$ cat src/rtl/mag_pkg.sv
package mag_pkg;

    typedef struct packed {
        logic priv;
        logic sec;
    } attr_tag_t;

    function automatic int unsigned id_width(input int unsigned n);
        return (n > 1) ? $clog2(n) : 1;
    endfunction

endpackage

$ cat src/rtl/mag_attr_table.sv
module mag_attr_table
    import mag_pkg::*;
#(
    parameter int unsigned N   = 8,
    parameter int unsigned IDW = 3
) (
    input  logic           clk_i,
    input  logic           rst_ni,
    input  logic           cfg_open_i,
    input  logic           priv_we_i,
    input  logic           sec_we_i,
    input  logic [N-1:0]   wdata_i,
    input  logic [IDW-1:0] lookup_id_i,
    output attr_tag_t      tag_o,
    output logic [N-1:0]   priv_o,
    output logic [N-1:0]   sec_o
);
    localparam int unsigned SLOTS = 1 << IDW;

    typedef struct packed {
        logic [N-1:0] priv;
        logic [N-1:0] sec;
    } table_t;

    table_t st_d, st_q;
    logic [SLOTS-1:0] priv_ext, sec_ext;

    always_comb begin
        st_d = st_q;
        if (cfg_open_i && priv_we_i) st_d.priv = wdata_i;
        if (cfg_open_i && sec_we_i)  st_d.sec  = wdata_i;
    end

    always_ff @(posedge clk_i or negedge rst_ni) begin
        if (!rst_ni) begin
            st_q.priv <= '1;
            st_q.sec  <= '1;
        end else begin
            st_q <= st_d;
        end
    end

    // Unused master numbers read as privileged and Secure.
    generate
        if (SLOTS > N) begin : g_pad
            assign priv_ext = {{(SLOTS-N){1'b1}}, st_q.priv};
            assign sec_ext  = {{(SLOTS-N){1'b1}}, st_q.sec};
        end else begin : g_exact
            assign priv_ext = st_q.priv;
            assign sec_ext  = st_q.sec;
        end
    endgenerate

    assign tag_o.priv = priv_ext[lookup_id_i];
    assign tag_o.sec  = sec_ext[lookup_id_i];
    assign priv_o     = st_q.priv;
    assign sec_o      = st_q.sec;

    // a closed lock freezes both vectors
    a_r4_locked_table: assert property (@(posedge clk_i) disable iff (!rst_ni)
        !cfg_open_i |=> ($stable(st_q.priv) && $stable(st_q.sec)));

endmodule

$ cat src/rtl/mag_access_check.sv
module mag_access_check (
    input  logic txn_valid_i,
    input  logic master_sec_i,
    input  logic addr_ns_i,
    output logic deny_o
);
    always_comb begin
        deny_o = 1'b0;
        if (txn_valid_i && !master_sec_i && !addr_ns_i) deny_o = 1'b1;
    end
endmodule

$ cat src/rtl/mag_fault_log.sv
module mag_fault_log #(
    parameter int unsigned IDW = 3,
    parameter int unsigned AW  = 32
) (
    input  logic           clk_i,
    input  logic           rst_ni,
    input  logic           viol_i,
    input  logic [IDW-1:0] viol_id_i,
    input  logic [AW-1:0]  viol_addr_i,
    input  logic           clr_i,
    input  logic           ien_we_i,
    input  logic           ien_wdata_i,
    output logic           flag_o,
    output logic           ien_o,
    output logic           irq_o,
    output logic [IDW-1:0] fault_id_o,
    output logic [AW-1:0]  fault_addr_o
);
    typedef struct packed {
        logic           flag;
        logic           ien;
        logic [IDW-1:0] id;
        logic [AW-1:0]  addr;
    } log_t;

    log_t st_d, st_q;
    logic armed;

    always_comb begin
        st_d  = st_q;
        // A clear in the same cycle re-arms capture for that cycle's violation.
        armed = !st_q.flag || clr_i;
        if (clr_i) st_d.flag = 1'b0;
        if (viol_i) begin
            st_d.flag = 1'b1;
            if (armed) begin
                st_d.id   = viol_id_i;
                st_d.addr = viol_addr_i;
            end
        end
        if (ien_we_i) st_d.ien = ien_wdata_i;
    end

    always_ff @(posedge clk_i or negedge rst_ni) begin
        if (!rst_ni) st_q <= '0;
        else         st_q <= st_d;
    end

    assign flag_o       = st_q.flag;
    assign ien_o        = st_q.ien;
    assign irq_o        = st_q.flag && st_q.ien;
    assign fault_id_o   = st_q.id;
    assign fault_addr_o = st_q.addr;

    // a violation always leaves the flag set
    a_r5_flag_sets: assert property (@(posedge clk_i) disable iff (!rst_ni)
        viol_i |=> st_q.flag);

    // a set flag without a clear holds both fault registers
    a_r7_hold_capture: assert property (@(posedge clk_i) disable iff (!rst_ni)
        (st_q.flag && !clr_i) |=> ($stable(st_q.id) && $stable(st_q.addr)));

    // a clear with no violation drops the flag
    a_r8_clear_drops: assert property (@(posedge clk_i) disable iff (!rst_ni)
        (clr_i && !viol_i) |=> !st_q.flag);

    // a clear and a violation together capture the new fault
    a_r10_collide_capture: assert property (@(posedge clk_i) disable iff (!rst_ni)
        (clr_i && viol_i) |=> (st_q.id == $past(viol_id_i) && st_q.addr == $past(viol_addr_i)));

endmodule

$ cat src/rtl/master_access_guard.sv
module master_access_guard
    import mag_pkg::*;
#(
    parameter int unsigned NUM_MASTERS = 8,
    parameter int unsigned ADDR_W      = 32,
    localparam int unsigned ID_W       = id_width(NUM_MASTERS)
) (
    input  logic                   clk_i,
    input  logic                   rst_ni,
    input  logic                   cfg_open_i,
    input  logic                   cfg_priv_we_i,
    input  logic                   cfg_sec_we_i,
    input  logic [NUM_MASTERS-1:0] cfg_wdata_i,
    output logic [NUM_MASTERS-1:0] priv_attr_o,
    output logic [NUM_MASTERS-1:0] sec_attr_o,
    input  logic                   txn_valid_i,
    input  logic [ID_W-1:0]        txn_master_i,
    input  logic [ADDR_W-1:0]      txn_addr_i,
    input  logic                   txn_addr_ns_i,
    output logic                   tag_priv_o,
    output logic                   tag_sec_o,
    output logic                   deny_o,
    output logic [ID_W-1:0]        fault_master_o,
    output logic [ADDR_W-1:0]      fault_addr_o,
    input  logic                   fault_clr_i,
    output logic                   fault_flag_o,
    input  logic                   irq_en_we_i,
    input  logic                   irq_en_wdata_i,
    output logic                   irq_en_o,
    output logic                   irq_o
);
    attr_tag_t cur_tag;
    logic      deny;

    mag_attr_table #(.N(NUM_MASTERS), .IDW(ID_W)) u_table (
        .clk_i       (clk_i),
        .rst_ni      (rst_ni),
        .cfg_open_i  (cfg_open_i),
        .priv_we_i   (cfg_priv_we_i),
        .sec_we_i    (cfg_sec_we_i),
        .wdata_i     (cfg_wdata_i),
        .lookup_id_i (txn_master_i),
        .tag_o       (cur_tag),
        .priv_o      (priv_attr_o),
        .sec_o       (sec_attr_o)
    );

    mag_access_check u_check (
        .txn_valid_i  (txn_valid_i),
        .master_sec_i (cur_tag.sec),
        .addr_ns_i    (txn_addr_ns_i),
        .deny_o       (deny)
    );

    mag_fault_log #(.IDW(ID_W), .AW(ADDR_W)) u_log (
        .clk_i        (clk_i),
        .rst_ni       (rst_ni),
        .viol_i       (deny),
        .viol_id_i    (txn_master_i),
        .viol_addr_i  (txn_addr_i),
        .clr_i        (fault_clr_i),
        .ien_we_i     (irq_en_we_i),
        .ien_wdata_i  (irq_en_wdata_i),
        .flag_o       (fault_flag_o),
        .ien_o        (irq_en_o),
        .irq_o        (irq_o),
        .fault_id_o   (fault_master_o),
        .fault_addr_o (fault_addr_o)
    );

    assign tag_priv_o = cur_tag.priv;
    assign tag_sec_o  = cur_tag.sec;
    assign deny_o     = deny;

    // a deny only ever comes from a Non-secure master on a Secure address
    a_r3_deny_cause: assert property (@(posedge clk_i) disable iff (!rst_ni)
        deny_o |-> (txn_valid_i && !tag_sec_o && !txn_addr_ns_i));

    // no interrupt without a latched fault
    a_r9_irq_needs_flag: assert property (@(posedge clk_i) disable iff (!rst_ni)
        irq_o |-> (fault_flag_o && irq_en_o));

endmodule

$ cat config.mk
export PLATFORM = sky130hd
export DESIGN_NAME = master_access_guard
export DESIGN_NICKNAME = d
export VERILOG_FILES = /design/src/rtl/mag_pkg.sv /design/src/rtl/mag_attr_table.sv /design/src/rtl/mag_access_check.sv /design/src/rtl/mag_fault_log.sv /design/src/rtl/master_access_guard.sv
export SDC_FILE = /design/constraint.sdc
export NUM_CORES = 1
export LEC_CHECK = 0
export BUFFER_PORTS_ARGS = -buffer_cell sky130_fd_sc_hd__buf_2
export CAP_MARGIN = 30
export CORE_AREA = 2 2 73 75
export DETAILED_ROUTE_END_ITERATION = 7
export DIE_AREA = 0 0 75 77
export GPL_TIMING_DRIVEN = 0
export PLACE_DENSITY = 0.77
export REMOVE_ABC_BUFFERS = 1
export SYNTH_ARGS = -nofsm -noshare
export SYNTH_HDL_FRONTEND = slang
export SYNTH_SLANG_ARGS = --single-unit
$ cat constraint.sdc
create_clock -name clk_i -period 2.1 [get_ports clk_i]
set_input_delay 0.315 -clock clk_i [delete_from_list [all_inputs] [get_ports clk_i]]
set_output_delay 0.315 -clock clk_i [all_outputs]
set_load 0.05 [all_outputs]
## After elaboration in Yosys (flattened, before gate mapping)

Index checks and enable logic that the tools add are counted.

| cells by class | value |
|---|---|
| add/subtract/negate cells | 0 |
| $mul | 0 |
| div/mod/pow operators | 0 |
| $lt $le $gt $ge | 1 |
| equal/unequal tests | 0 |
| shifts and indexed selects | 0 |
| multiplexer cells | 7 |
| bitwise logic cells | 0 |
| reductions and logical operators | 11 |

Operators by type and width:

| cell | count |
|---|---|
| binary-select mux 1 bit (select 3 bit) | 2 |
| logical AND 1 bit | 5 |
| 2-to-1 mux 1 bit | 5 |
| less-than comparator 3 x 4 -> 1 bit, second input constant | 1 |
| logical NOT 1 bit | 3 |
| AND reduction 2 bit | 1 |
| nonzero test 2 bit | 1 |
| logical OR 1 bit | 1 |

| word-level totals | value |
|---|---|
| register bits | 53 |
| bits in latches | 0 |
| RAM bits | 0 |
| bits in read-only memories | 0 |
| bits of input ports | 53 |
| memories kept | 0 |

## Logic depth before layout (Yosys ltp)

| logic depth | value |
|---|---|
| depth after elaboration | 7 |
| mapped depth | 6 |
| depth with buffers taken out | 4 |

## By module

A second synthesis with hierarchy kept.

| unflattened totals | value |
|---|---|
| cell total of the unflattened synthesis | 121 |
| area, all modules | 2290.9 µm² |

By module, submodules not included:

| module | instances | cells each | area an instance (µm²) | seq. area each (µm²) |
|---|---|---|---|---|
| mag_fault_log | 1 | 80 | 1542.7 | 925.9 |
| mag_attr_table | 1 | 40 | 735.7 | 420.4 |
| mag_access_check | 1 | 1 | 12.5 | 0.0 |

## Worst setup path before layout

No wires, ideal clock.

| timing path | value |
|---|---|
| kind | register to register |
| start | reg u_table.st_q (netlist bit u_table.sec_o[7]) |
| end | reg u_log.st_q (netlist bit u_log.fault_addr_o[10]) |
| library setup time | 125 ps |
| arrival time | 1951 ps |
| required time | 1975 ps |
| setup slack | 25 ps |
| stages on the path, launching flop included | 6 |
| period minus slack after synthesis | 2075 ps |
| cells stage by stage | dfstp_2 > mux2i_1 > mux4_2 > nand4b_4 > buf_8 > mux2_2 |

| on the way | value |
|---|---|
| cells in the longest elaborated chain, start to end | 7 |

RTL lines:

| what | RTL line | RTL |
|---|---|---|
| from (decl) | mag_attr_table.sv:25 | `table_t st_d, st_q;` |
| from (signal assigned) | mag_attr_table.sv:39 | `st_q <= st_d;` |
| binary-select mux 1 bit (select 3 bit) | mag_attr_table.sv:55 | `assign tag_o.sec = sec_ext[lookup_id_i];` |
| 2-to-1 mux 1 bit (not written as such) | mag_attr_table.sv:55 |  |
| logical NOT 1 bit | mag_access_check.sv:9 | `if (txn_valid_i && !master_sec_i && !addr_ns_i) deny_o = 1'b1;` |
| logical AND 1 bit (2 in a row) | mag_access_check.sv:9 |  |
| 2-to-1 mux 1 bit | mag_access_check.sv:9 |  |
| AND reduction 2 bit (no source line) | -- |  |
| to (signal assigned) | mag_fault_log.sv:46 | `else st_q <= st_d;` |
| to (decl) | mag_fault_log.sv:26 | `log_t st_d, st_q;` |

Every way passes these cells. The select of a mux whose other input is x is not followed.
A chain may end at the register's enable or synchronous reset.

## Worst setup path after layout

| timing path | value |
|---|---|
| start | reg u_table.st_q (netlist bit u_table.sec_o[6]) |
| end | out deny_o |

| on the way | value |
|---|---|
| cells in the longest elaborated chain, start to end | 6 |

RTL lines:

| what | RTL line | RTL |
|---|---|---|
| binary-select mux 1 bit (select 3 bit) | mag_attr_table.sv:55 |  |
| 2-to-1 mux 1 bit (not written as such) | mag_attr_table.sv:55 |  |
| logical NOT 1 bit | mag_access_check.sv:9 |  |
| logical AND 1 bit (2 in a row) | mag_access_check.sv:9 |  |
| 2-to-1 mux 1 bit | mag_access_check.sv:9 |  |
| to (decl) | master_access_guard.sv:22 | `output logic deny_o,` |

Every way passes these cells. The select of a mux whose other input is x is not followed.

==> impl_metrics.csv <==
group,metric,value,unit
status,run_status,"finished with violations",
status,violations,"negative setup slack",
sta,hold_viol,0,
clock_network,h-tree-depth,2,
detailed_routing,antenna_left,0,
placement,dp_cells,301,
die,coreArea,0.00498,mm2
job,drv.max_cap_violation_count,0,
finish,final_cell_area,0.00290,mm2
synthesis,ys_ff_latch,53,
finish,final_cells,312,
finish,layout-drive-gt1-share,0.785,
synthesis,synth_cell_types,15,
detailed_routing,routed_wl,4230,um
critical_path,crit_path_end_kind,"primary output",
sta,maxSlewHeadroom,0.539,
die,die-area,0.00578,mm2
global_routing,grt_pass1_wl,6760,um
global_routing,top_usage_layer,"met2",
finish,antenna_cells,0,
sta,post-route-period-util,1.02,
sta,finalCriticalPeriod,2150,ps
power,p_sw,0.00182,W
hold_path,hold_class,"in -> async",
critical_path,critical_path_class,"reg -> out",
critical_path,critical-path-slowest-cell,"dfstp_2",
power,p_int,0.00210,W
detailed_routing,wl_per_cell,13.6,um
synthesis,synthTopCellsByArea,"dfrtp_1 43%, mux2_2 27%, dfstp_2 19%",
power,p_clk_frac,0.137,
critical_path,cp_max_fo,3,
synthesis,synth.avg_cell_area,17.4,um2
finish,syn_to_final_growth,33.3,%
synthesis,syn_area,0.00218,mm2
sta,rsz0062_at_grt,"true",
power,share_comb_of_total_power,0.486,
critical_path,path_cells,"mux2i_1 -> mux4_2 -> and3b_1 -> buf_6",
die,die_h,77,um
finish,final_core_util,0.583,
power,ir_drop,0.538,mV
critical_path,cp.required,1780,ps
critical_path,cp.arrival,1830,ps
synthesis,yosys.area.top_type_share,0.425,
die,rows,26,
sta,skew,6.18,ps
placement,place_area,0.00278,mm2
global_routing,grtUsageMet2,0.264,
detailed_routing,vias,1452,
placement,io_buffer_count,109,
detailed_routing,drc,0,
global_routing,met1_usage,0.168,
global_routing,grt_pass1_vias,1510,
die,start_util,0.437,
global_routing,antenna_found_initial,0,
detailed_routing,avgViaCountPerCell,4.65,
detailed_routing,drt-pass1-iter-count,3,
global_routing,overflow,0,
clock_network,clk_pin_slew,80,ps
global_routing,grt_max_degree,36,
sta,slew_viol_final,0,
clock_network,insertion_delay,300,ps
critical_path,slowest_delay,550,ps
detailed_routing,drt_iter0_drc,25,
synthesis,ys_seq_area_frac,0.618,
finish,nNetsFinal,294,
clock_network,cts_buffer_depth,2,
clock_network,cts-root-buf,"clkbuf_8",
global_routing,globalRouteTotalUtil,0.152,
finish,final_common_cell,"buf_2",
global_routing,grt_use_met3,0.0631,
power,p_leak,1.43,nW
finish,fillCellCount,417,
synthesis,postSynthCellCount,125,
sta,worst_slack,-48.5,ps
power,p_seq_frac,0.378,
synthesis,yosys_warnings,0,
power,switching_share,0.464,
critical_path,start_kind,"register",
sta,fmax,0.465,GHz
die,io_pins,110,
synthesis,synth_top_area_cell,"dfrtp_1",
power,p_per_area,1350,mW/mm2
clock_network,cts_tree,"built",
clock_network,cts_sinks,53,
finish,mostFrequentLayoutCells,"107 x buf_2, 51 x mux2_2, 37 x dfrtp_1",
die,die_x,75,um
placement,place_congestion,0.689,
sta,worst_pin_slew,691,ps
clock_network,cts_made_buffers,5,
sta,setup_viol,34,
[per-stage QoR]
stage	setup slack (ps)	hold WS [ps]	power (W)	TNS, ps
after floorplan	-55.9	19.4	0.00293	-1940
after global placement	-177	469	0.00335	-4620
after detailed placement	-167	403	0.00339	-4420
after CTS	-64.8	72.0	0.00395	-1820
after global routing	-118	88.1	0.00413	-3320
final	-48.5	54.8	0.00392	-524
[what timing repair did]
item                       in CTS  in global routing
gates cloned                    0                  0
setup buffers                   0                  3
setup endpoints to repair      37                 37
pin swaps                       0                  2
hold endpoints to repair        0                  0
hold buffers                    0                  0
gates resized for setup         4                  1
[critical path: cells and delay by family (launching register included)]
kind,cells,cell delay [ps]
AND/OR/NAND/NOR,1,230
buffers and inverters,1,150
flip-flops,1,550
multiplexers,2,610
[final cells by class]
| class | instances | area, um2 | share of cell area |
|---|---|---|---|
| inverter | 1 | 3.75 | 0.00129 |
| tap | 70 | 87.6 | 0.0302 |
| multi-input combinational | 67 | 774 | 0.267 |
| clock inverter | 2 | 10.0 | 0.00345 |
| sequential | 53 | 1350 | 0.464 |
| timing repair buffer | 113 | 608 | 0.209 |
| clock buffer | 6 | 72.6 | 0.0250 |
[logic make-up (layout without fill, tap and decap cells)]
logic type    Yosys count  after routing  share of synthesized area
buf+inv                 5            122                     0.0276
simple gates            7              7                     0.0270
mux                    60             60                      0.327
flops                  53             53                      0.618
[flip-flops by register name, indices dropped and copies added (netlist names)]
signal,count
u_log.fault_addr_o,32
u_log.fault_id_o,3
u_table.sec_o,8
u_table.priv_o,8
u_log.flag_o,1
u_log.ien_o,1
[cells in the mapped netlist, drive strengths merged]
cell,number
dfstp,16
nand2b,2
mux4,3
mux2i,4
nand2,2
inv,1
mux2,53
and3b,1
dfrtp,37
nand4b,1
and2,1
buf,4
[final timing paths]
path | startpoint | end | slack [ps] | cells after the start
setup reg to reg | u_table.sec_o[6] | u_log.fault_addr_o[8] | -30 | 4
hold reg to reg | u_log.fault_addr_o[6] | u_log.fault_addr_o[6] | 490 | 1
hold / removal | rst_ni | u_log.fault_addr_o[30] | 50 | 1
max in group asynchronous | rst_ni | u_table.sec_o[6] | 1410 | 2
setup / recovery | u_table.sec_o[6] | deny_o | -50 | 4
min in group clk_i | txn_addr_i[6] | u_log.fault_addr_o[6] | 230 | 2
[routing by layer]
layer	wire length (um)	vias up
met3	508	5
met5	0	-
met4	42	0
met2	1960	85
met1	1720	680
li1	-	682
[power groups by stage]
stage | combinational [W] | sequential [W] | clock, W
6_report | 0.00190 | 0.00148 | 0.000536
3_3_place_gp | 0.00186 | 0.00149 | 0
3_5_place_dp | 0.00189 | 0.00150 | 0
5_1_grt | 0.00199 | 0.00153 | 0.000608
4_1_cts | 0.00190 | 0.00148 | 0.000569
2_1_floorplan | 0.000378 | 0.00255 | 0
Note: power is estimated with default switching activity, not from simulation.
